[src/rtl/tpg_pkg.sv]
package tpg_pkg;

  typedef struct packed {
    logic [19:0] ivl;
    logic        cen;
    logic [7:0]  sel;
  } tpg_cfg_t;

  localparam tpg_cfg_t CFG_RST = '{ivl: 20'd2000, cen: 1'b1, sel: 8'h00};

  localparam logic [7:0] P_ON      = 8'h00;
  localparam logic [7:0] P_OFF     = 8'h01;
  localparam logic [7:0] P_ANSI    = 8'h02;
  localparam logic [7:0] P_GRID    = 8'h03;
  localparam logic [7:0] P_DIAG_WE = 8'h04;
  localparam logic [7:0] P_DIAG_EW = 8'h05;
  localparam logic [7:0] P_HLINE   = 8'h06;
  localparam logic [7:0] P_VLINE   = 8'h07;
  localparam logic [7:0] P_QUAD    = 8'h08;
  localparam logic [7:0] P_CHK     = 8'h09;
  localparam logic [7:0] P_CHK_INV = 8'h0A;
  localparam logic [7:0] P_H1      = 8'h0B;
  localparam logic [7:0] P_V1      = 8'h0C;
  localparam logic [7:0] P_NOISE   = 8'h0D;
  localparam logic [7:0] P_BLOCK   = 8'h0E;
  localparam logic [7:0] P_USER    = 8'h0F;

  localparam logic [7:0]  CYC_LAST  = P_BLOCK;
  localparam logic [15:0] LFSR_SEED = 16'hACE1;

endpackage

[src/rtl/tpg_cfg_reg.sv]
module tpg_cfg_reg
  import tpg_pkg::*;
(
  input  logic        clk,
  input  logic        rst,
  input  logic        we,
  input  logic [31:0] wdata,
  output tpg_cfg_t    cfg,
  output logic [31:0] rdata
);

  always_ff @(posedge clk) begin
    if (rst) begin
      cfg <= CFG_RST;
    end else if (we) begin
      cfg <= '{ivl: wdata[31:12], cen: wdata[8], sel: wdata[7:0]};
    end
  end

  assign rdata = {cfg.ivl, 3'b000, cfg.cen, cfg.sel};


  wr_mask_chk: assert property (@(posedge clk) disable iff (rst)
    we |=> (rdata == ($past(wdata) & 32'hFFFF_F1FF)));

endmodule

[src/rtl/tpg_seq.sv]
module tpg_seq
  import tpg_pkg::*;
#(
  parameter int CLKS_PER_MS = 100000
) (
  input  logic       clk,
  input  logic       rst,
  input  tpg_cfg_t   cfg,
  input  logic       frame_start,
  output logic [7:0] act
);

  localparam int PRE_W = (CLKS_PER_MS > 1) ? $clog2(CLKS_PER_MS) : 1;
  localparam logic [PRE_W-1:0] PRE_LAST = PRE_W'(CLKS_PER_MS - 1);

  logic [PRE_W-1:0] pre_cnt;
  logic [19:0]      ms_cnt;
  logic [19:0]      ivl_eff;
  logic [7:0]       cyc_code;
  logic [7:0]       pending;
  logic             tick, step;

  assign ivl_eff = (cfg.ivl == 20'd0) ? 20'd1 : cfg.ivl;
  assign tick    = cfg.cen && (pre_cnt == PRE_LAST);
  assign step    = tick && (ms_cnt >= (ivl_eff - 20'd1));
  assign pending = cfg.cen ? cyc_code : cfg.sel;

  always_ff @(posedge clk) begin
    if (rst || !cfg.cen) begin
      pre_cnt  <= '0;
      ms_cnt   <= '0;
      cyc_code <= P_ON;
    end else begin
      pre_cnt <= tick ? '0 : pre_cnt + PRE_W'(1);
      if (step) begin
        ms_cnt   <= '0;
        cyc_code <= (cyc_code == CYC_LAST) ? P_ON : cyc_code + 8'd1;
      end else if (tick) begin
        ms_cnt <= ms_cnt + 20'd1;
      end
    end
  end

  always_ff @(posedge clk) begin
    if (rst) begin
      act <= P_ON;
    end else if (frame_start) begin
      act <= pending;
    end
  end


  act_hold_chk: assert property (@(posedge clk) disable iff (rst)
    (!$past(frame_start) && !$past(rst)) |-> $stable(act));


  cyc_off_chk: assert property (@(posedge clk) disable iff (rst)
    !cfg.cen |=> (cyc_code == P_ON));


  cyc_range_chk: assert property (@(posedge clk) disable iff (rst)
    cyc_code <= CYC_LAST);

endmodule

[src/rtl/tpg_pixel.sv]
module tpg_pixel
  import tpg_pkg::*;
#(
  parameter int X_W        = 11,
  parameter int Y_W        = 11,
  parameter int H_PIX      = 1280,
  parameter int V_PIX      = 800,
  parameter int CELL_LOG2  = 3,
  parameter int BLOCK_LOG2 = 6
) (
  input  logic           clk,
  input  logic           rst,
  input  logic           frame_start,
  input  logic           pix_valid,
  input  logic [X_W-1:0] pix_x,
  input  logic [Y_W-1:0] pix_y,
  input  logic           user_pix,
  input  logic [7:0]     act,
  output logic           pix_out,
  output logic           pix_out_valid
);

  localparam logic [X_W-1:0] X_LAST = X_W'(H_PIX - 1);
  localparam logic [Y_W-1:0] Y_LAST = Y_W'(V_PIX - 1);
  localparam logic [X_W-1:0] X_HALF = X_W'(H_PIX / 2);
  localparam logic [Y_W-1:0] Y_HALF = Y_W'(V_PIX / 2);

  logic [15:0] lfsr;
  logic        fb;
  assign fb = lfsr[15] ^ lfsr[13] ^ lfsr[12] ^ lfsr[10];

  always_ff @(posedge clk) begin
    if (rst || frame_start) begin
      lfsr <= LFSR_SEED;
    end else if (pix_valid) begin
      lfsr <= {lfsr[14:0], fb};
    end
  end

  // column/row band thresholds for the 4x4 frame checker
  logic [2:0] col_ge, row_ge;
  for (genvar k = 1; k <= 3; k++) begin : g_band
    localparam logic [X_W-1:0] XT = X_W'((k * H_PIX) / 4);
    localparam logic [Y_W-1:0] YT = Y_W'((k * V_PIX) / 4);
    assign col_ge[k-1] = (pix_x >= XT);
    assign row_ge[k-1] = (pix_y >= YT);
  end

  logic [CELL_LOG2-1:0] xl, yl, dsum;
  logic                 on_xl, on_yl, pat_bit;

  assign xl    = pix_x[CELL_LOG2-1:0];
  assign yl    = pix_y[CELL_LOG2-1:0];
  assign dsum  = xl + yl;
  assign on_xl = (xl == '0);
  assign on_yl = (yl == '0);

  always_comb begin
    case (act)
      P_ON:      pat_bit = 1'b1;
      P_OFF:     pat_bit = 1'b0;
      P_ANSI:    pat_bit = ~((^col_ge) ^ (^row_ge));
      P_GRID:    pat_bit = on_xl | on_yl | (pix_x == X_LAST) | (pix_y == Y_LAST);
      P_DIAG_WE: pat_bit = (xl == yl);
      P_DIAG_EW: pat_bit = (dsum == '0);
      P_HLINE:   pat_bit = on_yl;
      P_VLINE:   pat_bit = on_xl;
      P_QUAD:    pat_bit = ~((pix_x >= X_HALF) ^ (pix_y >= Y_HALF));
      P_CHK:     pat_bit = ~(pix_x[CELL_LOG2] ^ pix_y[CELL_LOG2]);
      P_CHK_INV: pat_bit = pix_x[CELL_LOG2] ^ pix_y[CELL_LOG2];
      P_H1:      pat_bit = ~pix_y[0];
      P_V1:      pat_bit = ~pix_x[0];
      P_NOISE:   pat_bit = lfsr[0];
      P_BLOCK:   pat_bit = ~(pix_x[BLOCK_LOG2] ^ pix_y[BLOCK_LOG2]);
      P_USER:    pat_bit = user_pix;
      default:   pat_bit = 1'b0;
    endcase
  end

  always_ff @(posedge clk) begin
    if (rst) begin
      pix_out       <= 1'b0;
      pix_out_valid <= 1'b0;
    end else begin
      pix_out_valid <= pix_valid;
      pix_out       <= pix_valid & pat_bit;
    end
  end


  vld_follow_chk: assert property (@(posedge clk) disable iff (rst)
    pix_valid |=> pix_out_valid);


  idle_low_chk: assert property (@(posedge clk) disable iff (rst)
    !pix_valid |=> (!pix_out_valid && !pix_out));


  lfsr_nonzero_chk: assert property (@(posedge clk) disable iff (rst)
    lfsr != 16'h0000);


  lfsr_reseed_chk: assert property (@(posedge clk) disable iff (rst)
    frame_start |=> (lfsr == LFSR_SEED));

endmodule

[src/rtl/pattern_raster_gen.sv]
module pattern_raster_gen
  import tpg_pkg::*;
#(
  parameter int CLKS_PER_MS = 100000,
  parameter int X_W         = 11,
  parameter int Y_W         = 11,
  parameter int H_PIX       = 1280,
  parameter int V_PIX       = 800,
  parameter int CELL_LOG2   = 3,
  parameter int BLOCK_LOG2  = 6
) (
  input  logic           clk,
  input  logic           rst,
  input  logic           cfg_we,
  input  logic [31:0]    cfg_wdata,
  output logic [31:0]    cfg_rdata,
  input  logic           frame_start,
  input  logic           pix_valid,
  input  logic [X_W-1:0] pix_x,
  input  logic [Y_W-1:0] pix_y,
  input  logic           user_pix,
  output logic           pix_out,
  output logic           pix_out_valid,
  output logic [7:0]     pat_idx
);

  tpg_cfg_t cfg;

  tpg_cfg_reg u_cfg (
    .clk   (clk),
    .rst   (rst),
    .we    (cfg_we),
    .wdata (cfg_wdata),
    .cfg   (cfg),
    .rdata (cfg_rdata)
  );

  tpg_seq #(.CLKS_PER_MS(CLKS_PER_MS)) u_seq (
    .clk         (clk),
    .rst         (rst),
    .cfg         (cfg),
    .frame_start (frame_start),
    .act         (pat_idx)
  );

  tpg_pixel #(
    .X_W        (X_W),
    .Y_W        (Y_W),
    .H_PIX      (H_PIX),
    .V_PIX      (V_PIX),
    .CELL_LOG2  (CELL_LOG2),
    .BLOCK_LOG2 (BLOCK_LOG2)
  ) u_pix (
    .clk           (clk),
    .rst           (rst),
    .frame_start   (frame_start),
    .pix_valid     (pix_valid),
    .pix_x         (pix_x),
    .pix_y         (pix_y),
    .user_pix      (user_pix),
    .act           (pat_idx),
    .pix_out       (pix_out),
    .pix_out_valid (pix_out_valid)
  );

endmodule

[config.mk]
export PLATFORM = sky130hd
export DESIGN_NAME = pattern_raster_gen
export DESIGN_NICKNAME = d
export VERILOG_FILES = /design/src/rtl/tpg_pkg.sv /design/src/rtl/tpg_cfg_reg.sv /design/src/rtl/tpg_seq.sv /design/src/rtl/tpg_pixel.sv /design/src/rtl/pattern_raster_gen.sv
export SDC_FILE = /design/constraint.sdc
export NUM_CORES = 1
export LEC_CHECK = 0
export CORE_ASPECT_RATIO = 0.7
export CORE_MARGIN = 3
export CORE_UTILIZATION = 59
export CTS_BUF_LIST = sky130_fd_sc_hd__clkbuf_8
export CTS_CLUSTER_SIZE = 10
export DETAILED_ROUTE_END_ITERATION = 16
export PLACE_DENSITY = 0.89
export RECOVER_POWER = 100
export SYNTH_ARGS = -nofsm -noshare
export SYNTH_HDL_FRONTEND = slang
export SYNTH_SLANG_ARGS = --single-unit
[constraint.sdc]
create_clock -name clk -period 8.4 [get_ports clk]
set_input_delay 1.26 -clock clk [delete_from_list [all_inputs] [get_ports clk]]
set_output_delay 1.26 -clock clk [all_outputs]
set_load 0.005 [all_outputs]
# Word-level counts from Yosys, hierarchy flattened
# Index checks and enable logic that the tools add are counted.
[totals] regBits=100 latchBits=0 mem_bits_rw=0 mem_bits_ro=0 out_inout_bits=42 n_memories=0
[op_classes] add_sub_neg=5 multipliers=0 div=0 magnitude_cmp=7 eq_ne=19 shifts=0 mux=4 bitwise=17 reduce_logical=14
[op_table] cell="$eq 8x4->1 const B" count=9
[op_table] cell="$ge 11x10->1 const B" count=3
[op_table] cell="$eq 8x3->1 const B" count=4
[op_table] cell="$ge 11x9->1 const B" count=2
[op_table] cell="$add 20x1->20 const B" count=1
[op_table] cell="$ge 20x20->1" count=1
[op_table] cell="$logic_not 20->1" count=1
[op_table] cell="$mux 20" count=1
[op_table] cell="$sub 20x1->20 const B" count=1
[op_table] cell="$add 17x1->17 const B" count=1
[op_table] cell="$eq 17x17->1 const B" count=1
[op_table] cell="$eq 8x2->1 const B" count=2
[op_table] cell="$mux 8" count=2
[op_table] cell="$pmux 1 s15" count=1
[op_table] cell="$eq 11x10->1 const B" count=1
[op_table] cell="$eq 11x11->1 const B" count=1
[op_table] cell="$ge 11x8->1 const B" count=1
[op_table] cell="$logic_not 3->1" count=3
[op_table] cell="$add 8x1->8 const B" count=1
[op_table] cell="$logic_not 8->1" count=1
[op_table] cell="$xor 1x1->1" count=7
[op_table] cell="$not 1->1" count=6
[op_table] cell="$reduce_xor 3->1" count=2
[op_table] cell="$reduce_or 2->1" count=2
[op_table] cell="other kinds (7)" count=11

# Longest topological paths before layout
[depth] ltp_word=6 ltp_mapped=19 ltp_nobuf=17

# Modules after synthesis
# A second synthesis with hierarchy kept.
[unflattened] hier_cells=648 hier_area_um2=5754.3
[by_module_without_submodules] mod="tpg_seq" instances=1 cells_per_inst=391 area_each_um2=3265.6 seq_area_each_um2=1061.0
[by_module_without_submodules] mod="tpg_cfg_reg" instances=1 cells_per_inst=127 area_each_um2=1312.5 seq_area_each_um2=580.6
[by_module_without_submodules] mod="tpg_pixel" instances=1 cells_per_inst=130 area_each_um2=1176.1 seq_area_each_um2=360.3

# Worst setup path before layout
# No wires, ideal clock.
[synth_path] path_kind="register to register" from="reg u_cfg.cfg[21] (netlist name)" to="reg u_seq.ms_cnt[4]" setup_ns=0.064 arrival_ns=4.028 t_required_ns=8.336 setup_slack_ns=4.308 stages_incl_launch_ff=20 period_less_slack_ns=4.092 path_cell_list="dfxtp_1 -> or4_1 -> or4_4 -> nor2_4 -> a31oi_1 -> ha_1 -> nand2_1 -> or2_2 -> nand2b_1 -> nor3_1 -> xnor2_1 -> ha_1 -> nand4_1 -> nor3_1 -> a22o_1 -> a211oi_1 -> buf_2 -> o21ai_1 -> buf_2 -> nor2_1"
[synth_via] elab_chain_cells=6
[synth_lines] element="$logic_not 20->1" line="tpg_seq.sv:23" text="assign ivl_eff = (cfg.ivl == 20'd0) ? 20'd1 : cfg.ivl;"
[synth_lines] element="$mux 20 (*)" line="tpg_seq.sv:23"
[synth_lines] element="$sub 20x1->20 (*)" line="tpg_seq.sv:25" text="assign step = tick && (ms_cnt >= (ivl_eff - 20'd1));"
[synth_lines] element="$ge 20x20->1 (*)" line="tpg_seq.sv:25"
[synth_lines] element="$logic_and 1x1->1 (*)" line="tpg_seq.sv:25"
[synth_lines] element="$reduce_or 2->1 (no line) (*)"
[synth_lines] element="to (signal assigned)" line="tpg_seq.sv:39" text="ms_cnt <= ms_cnt + 20'd1;"
[synth_lines] element="to (decl)" line="tpg_seq.sv:17" text="logic [19:0] ms_cnt;"
# Every way passes the cells marked *; elsewhere a longest branch is shown, timed or not.
# A chain may end at the register's enable or synchronous reset.

# Worst setup path in the final report
[layout_path] from="reg u_cfg.cfg[21] (netlist name)" to="reg u_seq.ms_cnt[17]"
[layout_via] elab_chain_cells=6
[layout_lines] element="$logic_not 20->1" line="tpg_seq.sv:23"
[layout_lines] element="$mux 20 (*)" line="tpg_seq.sv:23"
[layout_lines] element="$sub 20x1->20 (*)" line="tpg_seq.sv:25"
[layout_lines] element="$ge 20x20->1 (*)" line="tpg_seq.sv:25"
[layout_lines] element="$logic_and 1x1->1 (*)" line="tpg_seq.sv:25"
[layout_lines] element="$reduce_or 2->1 (no line) (*)"
# Marked as above.

==> reports/metrics.yaml <==
status: "complete, but fails checks"
violations: "max-capacitance violations, max-slew violations"
wl_per_cell_um: 16.2
grtUsageMet1: 0.332
crit_arrival_ns: 5.56
dieHeight_um: 86.4
fmax_mhz: 188
ant_nets: 0
finClkSkew_ns: 0.00624
fin_cells: 813
drive_above_1_share: 0.0433
cts_tree: "built"
slew_violations: 80
p_int_mw: 0.716
ys_warn_count: 0
place_inst: 797
busiest_layer: "met2"
grt_pass1_wl_um: 21500
final_hold_viol_count: 0
grt_pass1_vias: 4426
yosysSeqAreaShare: 0.368
crit_type: "register to register"
clock-root-buffer: "clkbuf_8"
rsz0062_at_grt: "no"
cts_made_buffers: 9
ys_top_cells_by_count: "dfxtp_1, nor2_1, mux2i_1"
cts.path.max_buffers: 2
path_max_fanout: 20
synth_area_per_cell_sq_um: 8.97
power_leakage_nw: 2.65
syn_inst: 607
antenna_cells: 0
p_comb_frac: 0.143
critical_path.top_delay_family: "simple AND/OR/NAND/NOR gates"
met2_usage: 0.417
yosysTopAreaCell: "dfxtp_1"
port_buffers: 95
fin_nets: 776
pwr-share-seq: 0.531
core_area_sq_um: 8720
worstMarginPinSlew_ns: 2.10
row_count: 28
dp_hpwl_um: 9770
drv_cap: 2
synth.distinct_cells: 61
vias: 4765
cpPeakStageDelay_ns: 0.67
required_ns: 8.63
post-cts-setup-buffers: 0
netlist.area_leader.share: 0.368
synth_most_common_cell: "dfxtp_1"
worstSkewPairLatency_ns: 0.37
drc_errors: 0
place_ws_ns: 3.86
drt-pass1-iter-count: 5
cts_sinks: 100
drt_iter0_drc: 468
synth_top_cells_by_area: "dfxtp_1, mux2i_1, ha_1, nor2_1, xnor2_1"
track_usage: 0.253
grt_max_degree: 43
hold_class: "register to register"
slew_headroom: -0.403
crit_chain: "or4_1 -> or4_1 -> nor2_1 -> a31oi_1 -> ha_1 -> nand2_1 -> or2_2 -> nand2b_1 -> nor2b_1 -> xnor2_1 -> ha_1 -> nand4_1 -> nor4_1 -> a211oi_1 -> clkbuf_1 -> o21ai_0 -> clkbuf_1 -> nor2_1"
place_congestion: 0.825
ios: 102
r2r_setup_slack_ns: 3.08
end_kind: "register"
use_met3: 0.0600
netlist_area_sq_um: 5450
die_w_um: 121
antenna_found_initial: 0
path_clk_slew_ns: 0.09
async_flop_share: 0
clockPowerShare: 0.326
max-vdd-ir-drop_mv: 0.0992
synth_ff_type: "dfxtp_1"
start_util: 0.624
htreeDepth: 3
slowest_stage: "clkbuf_1"
startpoint_type: "register"
setup_viol: 0
hold_buffers: 0
final.setup.tns_ns: 0
path_buf_inv: 2
drt-vias-per-instance: 5.86
fin_ws_ns: 3.08
area_growth_pct: 21.3
ys_ff_latch: 100
switching_share: 0.255
die_area_sq_um: 10400
synth_edf_count: 0
grt_overflow: 0
power_density_nw_per_um2: 145
switching_power_mw: 0.245
cts_resized: 0
fin_crit_sh: 0.634
fin_crit_ns: 5.32
routed_wl_um: 13100
-- layout make-up --
| type | instances | area [sq um] |
|---|---|---|
| tap | 120 | 150 |
| inverter | 13 | 48.8 |
| multi-input combinational | 466 | 3250 |
| sequential | 100 | 2000 |
| fill | 617 | 2120 |
| clock inverter | 5 | 51.3 |
| clock buffer | 11 | 151 |
| timing repair buffer | 98 | 956 |
-- per-layer routing --
layer,up-vias,routed length [um]
met5,-,0
met4,0,212
met3,21,817
met2,176,6290
met1,2245,5830
li1,2323,-
-- state kept, by name (all words and copies together), names as in the netlist --
name / cells
u_cfg.cfg: 29
u_pix.lfsr: 16
u_pix.pix_out: 1
u_pix.pix_out_valid: 1
u_seq.act: 8
u_seq.cyc_code: 8
u_seq.ms_cnt: 20
u_seq.pre_cnt: 17
-- metrics by stage --
step / util / hold slack [ns] / instance area, sq um / total power [mW]
floorplan: - / 0.418 / 5450 / 0.592
global placement: 0.737 / 0.429 / 6430 / 0.655
detailed placement: 0.737 / 0.441 / 6430 / 0.662
CTS: 0.760 / 0.457 / 6630 / 0.969
global route: 0.757 / 0.501 / 6610 / 0.998
finish: 0.757 / 0.458 / 6610 / 0.961
-- worst paths after layout --
kind / depth (start not counted) / end / startpoint
worst max-delay path: 18 / u_seq.ms_cnt[17] / u_cfg.cfg[21]
worst min-delay path: 1 / u_seq.pre_cnt[0] / u_seq.pre_cnt[0]
worst max register to register: 18 / u_seq.ms_cnt[17] / u_cfg.cfg[21]
worst min register to register: 1 / u_seq.pre_cnt[0] / u_seq.pre_cnt[0]
-- cell usage in the layout, fill, tap and decap left out, drive strengths merged, types with 3 or more instances in the layout --
cell type / count
nand2: 33
nand2b: 4
o21ai: 13
a21oi: 24
nand4: 19
conb: 3
clkbuf: 15
nor4: 18
a211oi: 9
and4: 3
and3: 8
nor2b: 12
a211o: 7
or2: 3
or4: 10
nand3: 21
ha: 27
clkdlybuf4s50: 54
inv: 16
nor2: 93
a31oi: 3
nor3: 14
nand4b: 3
xor2: 28
mux2i: 50
and2: 3
dfxtp: 100
xnor2: 29
o31ai: 6
nor4b: 3
dlygate4sd3: 40
-- logic make-up after synthesis --
family | Yosys count | share of synthesized area
flip-flops | 100 | 0.368
multiplexers | 50 | 0.0919
buffers and inverters | 43 | 0.0356
XOR/XNOR | 57 | 0.0917
other | 1 | 0.000689
AND/OR/NAND/NOR | 252 | 0.255
adder cells (fa/ha/maj) | 29 | 0.0675
AO/OA/AOI/OAI | 75 | 0.0898
-- power groups by stage --
stage / logic, mW / clock network, mW / registers (mW)
final: 0.137 / 0.313 / 0.510
after global routing: 0.150 / 0.335 / 0.513
after CTS: 0.142 / 0.316 / 0.511
after detailed placement: 0.140 / 0 / 0.522
after global placement: 0.135 / 0 / 0.520
after floorplan: 0.0779 / 0 / 0.514
No activity file was read; power rests on OpenSTA's default activity.
